## src/rtl/opf_pkg.sv

```systemverilog
package opf_pkg;

  localparam logic [3:0] M_REG  = 4'd0;
  localparam logic [3:0] M_IMM  = 4'd1;
  localparam logic [3:0] M_ABS  = 4'd2;
  localparam logic [3:0] M_RR   = 4'd3;
  localparam logic [3:0] M_RRD  = 4'd4;
  localparam logic [3:0] M_RRSD = 4'd5;

  typedef enum logic [1:0] {
    K_REG = 2'd0,
    K_IMM = 2'd1,
    K_MEM = 2'd2
  } kind_t;

  typedef enum logic [1:0] {
    F_NONE = 2'd0,
    F_ILL  = 2'd1,
    F_PRIV = 2'd2
  } fault_t;

  typedef enum logic [2:0] {
    S_IDLE,
    S_WORDS,
    S_RD1,
    S_RD2,
    S_AGU,
    S_FIN
  } state_t;

endpackage

```

## src/rtl/opf_fmt_dec.sv

```systemverilog
module opf_fmt_dec
  import opf_pkg::*;
#(
  parameter int NSLOT = 4,
  parameter int CW    = 3
) (
  input  logic [7:0]    fmt,
  output logic          mode_ok,
  output logic          is_mem,
  output logic          is_rr,
  output logic          size_ok,
  output logic [3:0]    size_b,
  output logic [CW-1:0] nwords,
  output kind_t         kind
);

  logic [3:0] mode;
  assign mode = fmt[7:4];

  always_comb begin
    mode_ok = 1'b1;
    is_mem  = 1'b0;
    is_rr   = 1'b0;
    kind    = K_REG;
    nwords  = CW'(1);
    case (mode)
      M_REG:  begin kind = K_REG; nwords = CW'(1); end
      M_IMM:  begin kind = K_IMM; nwords = CW'(NSLOT); end
      M_ABS:  begin kind = K_MEM; is_mem = 1'b1; nwords = CW'(NSLOT); end
      M_RR:   begin kind = K_MEM; is_mem = 1'b1; is_rr = 1'b1; nwords = CW'(1); end
      M_RRD:  begin kind = K_MEM; is_mem = 1'b1; is_rr = 1'b1; nwords = CW'(2); end
      M_RRSD: begin kind = K_MEM; is_mem = 1'b1; is_rr = 1'b1; nwords = CW'(3); end
      default: mode_ok = 1'b0;
    endcase
  end

  // size code: 0..3 -> 1,2,4,8 bytes; anything wider is rejected
  assign size_ok = (fmt[3:2] == 2'b00);
  assign size_b  = 4'b0001 << fmt[1:0];

endmodule

```

## src/rtl/opf_idx_chk.sv

```systemverilog
module opf_idx_chk #(
  parameter int IN_W = 8,
  parameter int NREG = 64,
  parameter int INV  = 0
) (
  input  logic [IN_W-1:0] idx,
  output logic            ok_direct,
  output logic            ok_mem
);

  logic [31:0] idx32;
  logic        in_range;
  logic        is_inv;

  assign idx32     = {{(32-IN_W){1'b0}}, idx};
  assign in_range  = idx32 < 32'(NREG);
  assign is_inv    = idx32 == 32'(INV);
  assign ok_mem    = in_range;
  assign ok_direct = in_range && !is_inv;

endmodule

```

## src/rtl/opf_agu.sv

```systemverilog
module opf_agu #(
  parameter int XLEN = 64,
  parameter int WW   = 16
) (
  input  logic [XLEN-1:0] base,
  input  logic [XLEN-1:0] index,
  input  logic [WW-1:0]   scale,
  input  logic [WW-1:0]   disp,
  output logic [XLEN-1:0] addr
);

  logic [XLEN-1:0] scale_x;
  logic [XLEN-1:0] disp_x;

  assign scale_x = {{(XLEN-WW){scale[WW-1]}}, scale};
  assign disp_x  = {{(XLEN-WW){disp[WW-1]}}, disp};
  assign addr    = base + index * scale_x + disp_x;

endmodule

```

## src/rtl/opnd_fetch.sv

```systemverilog
module opnd_fetch
  import opf_pkg::*;
#(
  parameter int XLEN = 64,
  parameter int WW   = 16,
  parameter int NREG = 64,
  parameter int INV  = 0
) (
  input  logic            clk,
  input  logic            rst,
  input  logic            op_start,
  input  logic [7:0]      op_fmt,
  input  logic            user_mode,
  output logic            busy,
  input  logic            wd_valid,
  input  logic [WW-1:0]   wd_data,
  output logic            wd_ready,
  output logic [$clog2(NREG)-1:0] rf_addr,
  input  logic [XLEN-1:0] rf_data,
  input  logic            rf_sys,
  output logic            done,
  output logic [1:0]      res_kind,
  output logic [XLEN-1:0] res_val,
  output logic [XLEN-1:0] res_addr,
  output logic [3:0]      res_size,
  output logic [1:0]      res_fault
);

  localparam int IW    = $clog2(NREG);
  localparam int NSLOT = XLEN / WW;
  localparam int SW    = $clog2(NSLOT);
  localparam int CW    = $clog2(NSLOT + 1);
  localparam int BW    = WW / 2;

  state_t          st;
  logic [7:0]      fmt_q;
  logic [SW-1:0]   wcnt;
  logic [WW-1:0]   slot_q [NSLOT];
  logic [IW-1:0]   ia_q, ib_q;
  logic [XLEN-1:0] va_q, vb_q;

  // decode live format while idle, latched one afterwards
  logic [7:0]    dec_fmt;
  logic          d_mode_ok, d_is_mem, d_is_rr, d_size_ok;
  logic [3:0]    d_size_b;
  logic [CW-1:0] d_nwords;
  kind_t         d_kind;

  assign dec_fmt = (st == S_IDLE) ? op_fmt : fmt_q;

  opf_fmt_dec #(.NSLOT(NSLOT), .CW(CW)) u_dec (
    .fmt     (dec_fmt),
    .mode_ok (d_mode_ok),
    .is_mem  (d_is_mem),
    .is_rr   (d_is_rr),
    .size_ok (d_size_ok),
    .size_b  (d_size_b),
    .nwords  (d_nwords),
    .kind    (d_kind)
  );

  // index legality for the direct form and for both halves of a pair word
  logic w_ok_direct, w_ok_mem_unused;
  logic [1:0] pair_ok;

  opf_idx_chk #(.IN_W(WW), .NREG(NREG), .INV(INV)) u_chk_w (
    .idx       (wd_data),
    .ok_direct (w_ok_direct),
    .ok_mem    (w_ok_mem_unused)
  );

  for (genvar b = 0; b < 2; b++) begin : g_pair
    logic dir_unused;
    opf_idx_chk #(.IN_W(BW), .NREG(NREG), .INV(INV)) u_chk_b (
      .idx       (wd_data[b*BW +: BW]),
      .ok_direct (dir_unused),
      .ok_mem    (pair_ok[b])
    );
  end

  // immediate assembly: the last word comes straight from the stream
  logic [XLEN-1:0] imm_cat;
  for (genvar s = 0; s < NSLOT; s++) begin : g_cat
    if (s == NSLOT - 1) begin : g_last
      assign imm_cat[s*WW +: WW] = wd_data;
    end else begin : g_prev
      assign imm_cat[s*WW +: WW] = slot_q[s];
    end
  end

  // register read path
  logic [IW-1:0]   rd_idx;
  logic            rd_inv;
  logic [XLEN-1:0] rd_val;
  logic            rd_priv;

  assign rd_idx  = (st == S_RD2) ? ib_q : ia_q;
  assign rf_addr = rd_idx;
  assign rd_inv  = (rd_idx == IW'(INV));
  assign rd_val  = rd_inv ? '0 : rf_data;
  assign rd_priv = !rd_inv && rf_sys && user_mode;

  // scale and displacement selected by mode
  logic [3:0]      mode_q;
  logic [WW-1:0]   agu_scale, agu_disp;
  logic [XLEN-1:0] agu_addr;

  assign mode_q    = fmt_q[7:4];
  assign agu_scale = (mode_q == M_RRSD) ? slot_q[1] : WW'(1);
  assign agu_disp  = (mode_q == M_RRSD) ? slot_q[2] :
                     (mode_q == M_RRD)  ? slot_q[1] : '0;

  opf_agu #(.XLEN(XLEN), .WW(WW)) u_agu (
    .base  (va_q),
    .index (vb_q),
    .scale (agu_scale),
    .disp  (agu_disp),
    .addr  (agu_addr)
  );

  logic accept, last_word;
  assign busy      = (st != S_IDLE);
  assign wd_ready  = (st == S_WORDS);
  assign accept    = wd_ready && wd_valid;
  assign last_word = (CW'(wcnt) == d_nwords - CW'(1));
  assign done      = (st == S_FIN);

  always_ff @(posedge clk) begin
    if (accept) slot_q[wcnt] <= wd_data;
  end

  always_ff @(posedge clk) begin
    if (rst) begin
      st        <= S_IDLE;
      fmt_q     <= '0;
      wcnt      <= '0;
      ia_q      <= '0;
      ib_q      <= '0;
      va_q      <= '0;
      vb_q      <= '0;
      res_kind  <= '0;
      res_val   <= '0;
      res_addr  <= '0;
      res_size  <= '0;
      res_fault <= '0;
    end else begin
      case (st)
        S_IDLE: begin
          if (op_start) begin
            fmt_q     <= op_fmt;
            wcnt      <= '0;
            res_kind  <= d_kind;
            res_val   <= '0;
            res_addr  <= '0;
            res_size  <= d_is_mem ? d_size_b : 4'd0;
            res_fault <= F_NONE;
            if (!d_mode_ok || (d_is_mem && !d_size_ok)) begin
              res_fault <= F_ILL;
              st        <= S_FIN;
            end else begin
              st <= S_WORDS;
            end
          end
        end
        S_WORDS: begin
          if (accept) begin
            wcnt <= wcnt + SW'(1);
            if (mode_q == M_REG) begin
              if (!w_ok_direct) begin
                res_fault <= F_ILL;
                st        <= S_FIN;
              end else begin
                ia_q <= wd_data[IW-1:0];
                st   <= S_RD1;
              end
            end else if (d_is_rr) begin
              if (wcnt == '0) begin
                ia_q <= wd_data[BW +: IW];
                ib_q <= wd_data[0 +: IW];
              end
              if (wcnt == '0 && !(pair_ok[0] && pair_ok[1])) begin
                res_fault <= F_ILL;
                st        <= S_FIN;
              end else if (last_word) begin
                st <= S_RD1;
              end
            end else if (last_word) begin
              if (mode_q == M_IMM) res_val  <= imm_cat;
              else                 res_addr <= imm_cat;
              st <= S_FIN;
            end
          end
        end
        S_RD1: begin
          if (rd_priv) begin
            res_fault <= F_PRIV;
            st        <= S_FIN;
          end else begin
            va_q <= rd_val;
            if (mode_q == M_REG) begin
              res_val <= rd_val;
              st      <= S_FIN;
            end else begin
              st <= S_RD2;
            end
          end
        end
        S_RD2: begin
          if (rd_priv) begin
            res_fault <= F_PRIV;
            st        <= S_FIN;
          end else begin
            vb_q <= rd_val;
            st   <= S_AGU;
          end
        end
        S_AGU: begin
          res_addr <= agu_addr;
          st       <= S_FIN;
        end
        default: st <= S_IDLE;
      endcase
    end
  end

  // ---------------------------------------------------------------
  // assertions
  // ---------------------------------------------------------------
  logic [CW:0] taken_cnt;
  always_ff @(posedge clk) begin
    if (rst)                       taken_cnt <= '0;
    else if (op_start && !busy)    taken_cnt <= '0;
    else if (accept)               taken_cnt <= taken_cnt + (CW+1)'(1);
  end

  a_r12_done_pulse: assert property (@(posedge clk) disable iff (rst)
    done |=> !done);

  a_r11_bad_mode: assert property (@(posedge clk) disable iff (rst)
    (op_start && !busy && op_fmt[7:4] > M_RRSD) |=> (done && res_fault == F_ILL));

  a_r4_bad_size: assert property (@(posedge clk) disable iff (rst)
    (op_start && !busy && op_fmt[7:4] >= M_ABS && op_fmt[7:4] <= M_RRSD
     && op_fmt[3:2] != 2'b00) |=> (done && res_fault == F_ILL));

  a_r4_size_onehot: assert property (@(posedge clk) disable iff (rst)
    (done && res_fault == F_NONE && res_kind == K_MEM) |-> $onehot(res_size));

  a_r2_word_cap: assert property (@(posedge clk) disable iff (rst)
    taken_cnt <= (CW+1)'(NSLOT));

  a_r9_null_direct: assert property (@(posedge clk) disable iff (rst)
    (accept && mode_q == M_REG && wd_data == WW'(INV)) |=> (done && res_fault == F_ILL));

  a_r8_stop_after_fault: assert property (@(posedge clk) disable iff (rst)
    (accept && d_is_rr && wcnt == '0 && !(pair_ok[0] && pair_ok[1])) |=> (done && !wd_ready));

endmodule

```

## config.mk

```make
export PLATFORM = sky130hd
export DESIGN_NAME = opnd_fetch
export DESIGN_NICKNAME = d
export VERILOG_FILES = /design/src/rtl/opf_pkg.sv /design/src/rtl/opf_fmt_dec.sv /design/src/rtl/opf_idx_chk.sv /design/src/rtl/opf_agu.sv /design/src/rtl/opnd_fetch.sv
export SDC_FILE = /design/constraint.sdc
export NUM_CORES = 2
export LEC_CHECK = 0
export ABC_CLOCK_PERIOD_IN_PS = 16500
export CORE_MARGIN = 8
export CORE_UTILIZATION = 52
export DETAILED_ROUTE_END_ITERATION = 6
export PLACE_DENSITY = 0.71
export SYNTH_ARGS = -nofsm -noshare
export SYNTH_HDL_FRONTEND = slang
export SYNTH_SLANG_ARGS = --single-unit
```

## constraint.sdc

```tcl
create_clock -name clk -period 16.5 [get_ports clk]
set_clock_uncertainty 0.2 [all_clocks]
set_input_delay 2.475 -clock clk [delete_from_list [all_inputs] [get_ports clk]]
set_output_delay 2.475 -clock clk [all_outputs]
set_load 0.005 [all_outputs]
```

== Word-level counts from Yosys, hierarchy flattened ==
Memories as Yosys holds them, arrays and structs flattened.
Index checks and enable logic that the tools add are counted.
Word-level totals
  output and inout bits: 145
  logic and storage cells: 154
  RAM bits: 64
  bits of input ports: 94
  latch bits: 0
  bits in read-only memories: 0
  memories: 1
  flip-flop bits (word level): 289
Cells by class
  equality and inequality tests: 30
  $mul: 1
  add/subtract/negate cells: 4
  reductions and logical operators: 42
  magnitude comparators: 3
  divide/modulo/power cells: 0
  multiplexer cells: 58
  bitwise gates (word level): 2
  shifts and indexed selects: 1
Memories
  slot_q: depth 4, width 16, read ports 3, clocked after Yosys merged registers in 0, write ports 1, RTL line opnd_fetch.sv:38  | logic [WW-1:0] slot_q [NSLOT];
Operators by type and width (count)
  64-bit two-way mux: 14
  64-bit case mux with 3 select lines: 2
  64-bit adder: 2
  64-bit by 16-bit multiplier with 64-bit output: 1
  16-bit two-way mux: 3
  3-bit two-way mux: 11
  32-bit zero test: 1
  6-bit two-way mux: 5
  2-bit two-way mux: 9
  4-bit by 3-bit equality test with 1-bit output (second input constant): 4
  16-bit by 7-bit < comparator with 1-bit output (second input constant): 1
  8-bit by 7-bit < comparator with 1-bit output (second input constant): 2
  3-bit case mux with 5 select lines: 1
  2-bit != test (second input constant): 7
  7-bit AND reduction: 2
  3-bit nonzero test: 4
  5-bit AND reduction: 2
  3-bit case mux with 3 select lines: 1
  9-bit AND reduction: 1
  4-bit by 1-bit equality test with 1-bit output (second input constant): 2
  4-bit by 2-bit equality test with 1-bit output (second input constant): 2
  4-bit zero test: 2
  8-bit two-way mux: 1
  2-bit by 1-bit != test with 1-bit output (second input constant): 4
  other kinds (29): 57

== Logic depth before layout (Yosys ltp) ==
  depth in word-level cells: 13
  depth in mapped cells: 32
  depth with buffers taken out: 26

== Cells and area by module ==
From an unflattened synthesis, not the netlist that was laid out.
Second synthesis, totals
  cell total of the unflattened synthesis: 5243
  area total of the unflattened synthesis: 46067.9 um^2
Modules (own cells, without submodules)
  opf_agu: area an instance 31438.9 um^2, sequential area each 0.0 um^2, cells each 3640, instances 1
  opnd_fetch: area an instance 14396.3 um^2, sequential area each 7226.9 um^2, cells each 1572, instances 1
  opf_fmt_dec: area an instance 140.1 um^2, sequential area each 0.0 um^2, cells each 20, instances 1
  opf_idx_chk at u_chk_w: area an instance 52.6 um^2, sequential area each 0.0 um^2, cells each 5, instances 1
  opf_idx_chk at g_pair[0].u_chk_b ...: area an instance 20.0 um^2, sequential area each 0.0 um^2, cells each 3, instances 2

== Least setup slack after synthesis ==
OpenSTA, ideal clock, no wires.
  path type: reg2reg
  start point: register fmt_q[4]
  end point: register res_addr[48]
  data arrival time: 8.450 ns
  path slack: 7.727 ns
  buffers on the path: 4
  cell stages (with the launch flop): 27
  clock period less this slack: 8.773 ns
  required time: 16.177 ns
  library setup time: 0.123 ns
  cell sequence: dfxtp_1 clkbuf_1 nor4bb_1 clkbuf_1 clkbuf_1 a22oi_1 inv_1 fa_1 fa_1 ha_1 fa_1 fa_1 inv_1 fa_1 inv_1 ha_1 clkbuf_1 a21oi_1 nand2_1 a221o_1 a31o_2 o31a_1 a41oi_1 o311ai_0 xor2_1 a221oi_1 nor2_1
On the way
  longest elaborated chain between the ends: 8
  elaborated cells between the ends (all ways): 28
  classes of those cells: add/sub (3); mul (1); eq/ne (13); mux (7); reduce/logical (4)
Ends and longest elaborated chain
  from (decl): RTL line opnd_fetch.sv:36  | logic [7:0] fmt_q;
  from (signal assigned): RTL line opnd_fetch.sv:150  | fmt_q <= op_fmt;
  parallel branches: the longest is 8 deep, another holds 64-bit by 16-bit multiplier with 64-bit output
  to (signal assigned): RTL line opnd_fetch.sv:189  | else res_addr <= imm_cat;
  to (signal assigned): RTL line opnd_fetch.sv:218  | res_addr <= agu_addr;
  to (decl): RTL line opnd_fetch.sv:24  | output logic [XLEN-1:0] res_addr,
Parallel ways; which one is timed is not known.
A chain may end at the register's enable or synchronous reset.

== Final worst setup path ==
  start point: register fmt_q[6]
  end point: register res_addr[46]
Same word-level chain as after synthesis.

==> impl_metrics.toml <==
[run_status]
run_status = "finished, final reports clean"

[setup_path]
cp_common_cell = "fa_1"
worst_ep_arrival_time_ps = 10370
cp-start-kind = "flip-flop"
worst-path-buf-inv = 5
critPathCaptureType = "flip-flop"
cp_slowest_cell = "a41oi_1"
critPathMaxStageDelay_ps = 880
crit_start = "fmt_q[6]"
r2r-start = "fmt_q[6]"
worstPathMaxFanout = 254
crit_required_ps = 16780
path_class = "reg -> reg"
path_delay_family = "adder cells"

[timing]
finalCriticalPeriod_ps = 10100
worst_slew_pin_slew_ps = 1150
rsz0062_at_grt = "no"
slew_violations = 0
relSlewSlack_pct = 23.1
tns_ps = 0
setup-violations-final = 0
hold_violations = 0
min_period_over_period_pct = 61.2
fmax_ghz = 0.0991

[die]
initial_utilization_pct = 52.5
core_sq_um = 85300
dieArea_sq_um = 95700
rows = 107
ios = 239
die_height_microns = 309
die_x_microns = 309

[global_route]
grt_pass1_wl_mm = 235
antenna_found_initial = 6
grtUsageTotal_pct = 32.0
grt_pass1_vias = 39000
gr-total-overflow = 0
grt_max_degree = 255

[drt]
wirelength_mm = 152
dr.pass1.iters = 7
via_per_inst = 5.89
ant_nets = 0
drt-wirelength-per-cell_microns = 24.0
drc = 0
drtIter0Drc = 3649
via_count = 37300

[power_and_ir_drop]
power.leakage_nw = 22.6
intPower_mw = 1.72
pwr_density_cell_nw_per_um2 = 53.4
combPwrFrac_pct = 26.7
total_power_mw = 2.62
switching_power_uw = 895
sequentialPowerShare_pct = 37.2
ir_drop_mv = 0.0878
pwr-share-clk_pct = 36.0
swShare_pct = 34.2

[synth]
synth_warnings = 0
ys_seq_area_share_pct = 16.2
syn_avg_cell_area_sq_um = 8.63
synth_fp_nets = 6315
ys_seq_elements = 337
synthFlopType = "dfxtp_1"
async_flop_share_pct = 0
synth_edf_count = 48
syn-cell-area_sq_um = 44700
postSynthCellCount = 5182
ys_types = 78

[clock_tree]
clock-sinks = 337
cts_setup_buffers = 0
cts_buffer_depth = 3
cts_tree = "built"
cts_max_level = 2
clkTransAtPathRegs_ps = 60
cts_hold_buffers = 0
cts_resized = 0
cts_buffers = 40
cts_root_buf = "clkbuf_16"
insertion_delay_ps = 610

[cells_and_area]
drive_gt1_share_pct = 3.14
fin_nets = 6287
mostFrequentLayoutCells = "1080 x inv_1, 876 x fa_1, 838 x nand2_1"
area_delta_synth_final_pct = 9.59
nFillCells = 7692
layout_commonest_cell = "inv_1"

[place]
gp_congestion = 0.981
dp_hpwl_mm = 112
place.port_buffers = 238

[hold_path]
min_path_type = "reg -> reg"
min_from = "fmt_q[3]"

[run]
cap_violations = 0
power by group through the flow:
stage	logic (mW)	clock network [mW]	registers [mW]
final	0.701	0.944	0.975
after global routing	0.754	0.980	0.983
after CTS	0.690	0.948	0.972
after detailed placement	0.684	0	0.988
after global placement	0.681	0	0.988
after floorplan	0.355	0	0.972
synth_stat cells, types with 66 or more instances:
master	number	area, sq um
a211oi_1	72	541
and2_1	66	413
a22oi_1	76	571
dfxtp_1	289	5790
nand3_1	156	781
ha_1	163	2040
nor2_1	213	800
fa_1	876	17500
and3_1	237	1480
a21oi_1	224	1120
inv_1	1081	4060
clkbuf_1	299	1120
nand2_1	839	3150
metrics by stage:
stage	setup slack, ps	hold WS (ps)	utilization [%]	cell area [sq um]	cells
CTS	6620	255	57.5	49000	6330
detailed placement	6690	246	55.9	47600	6256
global placement	6940	241	55.9	47600	6256
global route	6060	276	57.5	49000	6330
floorplan	7730	236	-	44700	5182
finish	6400	257	57.5	49000	6338
final timing paths:
check	slack, ps	end	cells past startpoint
worst max register to register	6400	res_addr[46]	25
worst min register to register	260	fmt_q[3]	2
worst min-delay path	260	fmt_q[3]	2
worst max-delay path	6400	res_addr[46]	25
flip-flops by register name (all words and copies together) (netlist names):
| signal | flops |
|---|---|
| fmt_q | 8 |
| ia_q | 6 |
| ib_q | 6 |
| res_addr | 64 |
| res_fault | 2 |
| res_kind | 2 |
| res_size | 4 |
| res_val | 64 |
| slot_q | 48 |
| st | 3 |
| va_q | 64 |
| vb_q | 64 |
| wcnt | 2 |
kinds of logic (layout without fill, tap and decap cells):
group | Yosys count | count (layout) | share of synthesized area [%]
adders and majority gates | 1039 | 1039 | 43.8
DFF | 337 | 337 | 16.2
muxes | 23 | 23 | 0.537
AOI/OAI and AO/OA | 619 | 619 | 9.06
xor gates and xnor gates | 88 | 88 | 1.75
and+or+nand+nor | 1631 | 1631 | 16.5
other | 0 | 8 | 0
buffers and inverters | 1445 | 1449 | 12.2
worst register-to-register path, delay by kind of cell (launching register included):
kind	cells	cell delay [ps]
buffers and inverters	5	1320
flip-flops	1	420
XOR/XNOR	1	200
AND/OR/NAND/NOR	5	1520
AO/OA/AOI/OAI	7	2820
adder cells (fa/ha/maj)	7	3510
layer usage:
metal	wire length, microns	vias up	track usage (%)
li1	-	15900	-
met5	46	-	0
met1	59200	18800	42.3
met3	20300	392	11.1
met4	5980	6	11.4
met2	66600	2240	48.9
cell type report:
| type | count | area, sq um | share of cell area, % |
|---|---|---|---|
| timing repair buffer | 292 | 2810 | 5.72 |
| clock buffer | 56 | 1120 | 2.29 |
| sequential | 337 | 7230 | 14.7 |
| tap | 1144 | 1430 | 2.92 |
| multi-input combinational | 3400 | 32100 | 65.5 |
| inverter | 1083 | 4070 | 8.30 |
| antenna | 8 | 20.0 | 0.0408 |
| clock inverter | 18 | 248 | 0.505 |
Note: power is estimated with default switching activity, not from simulation.
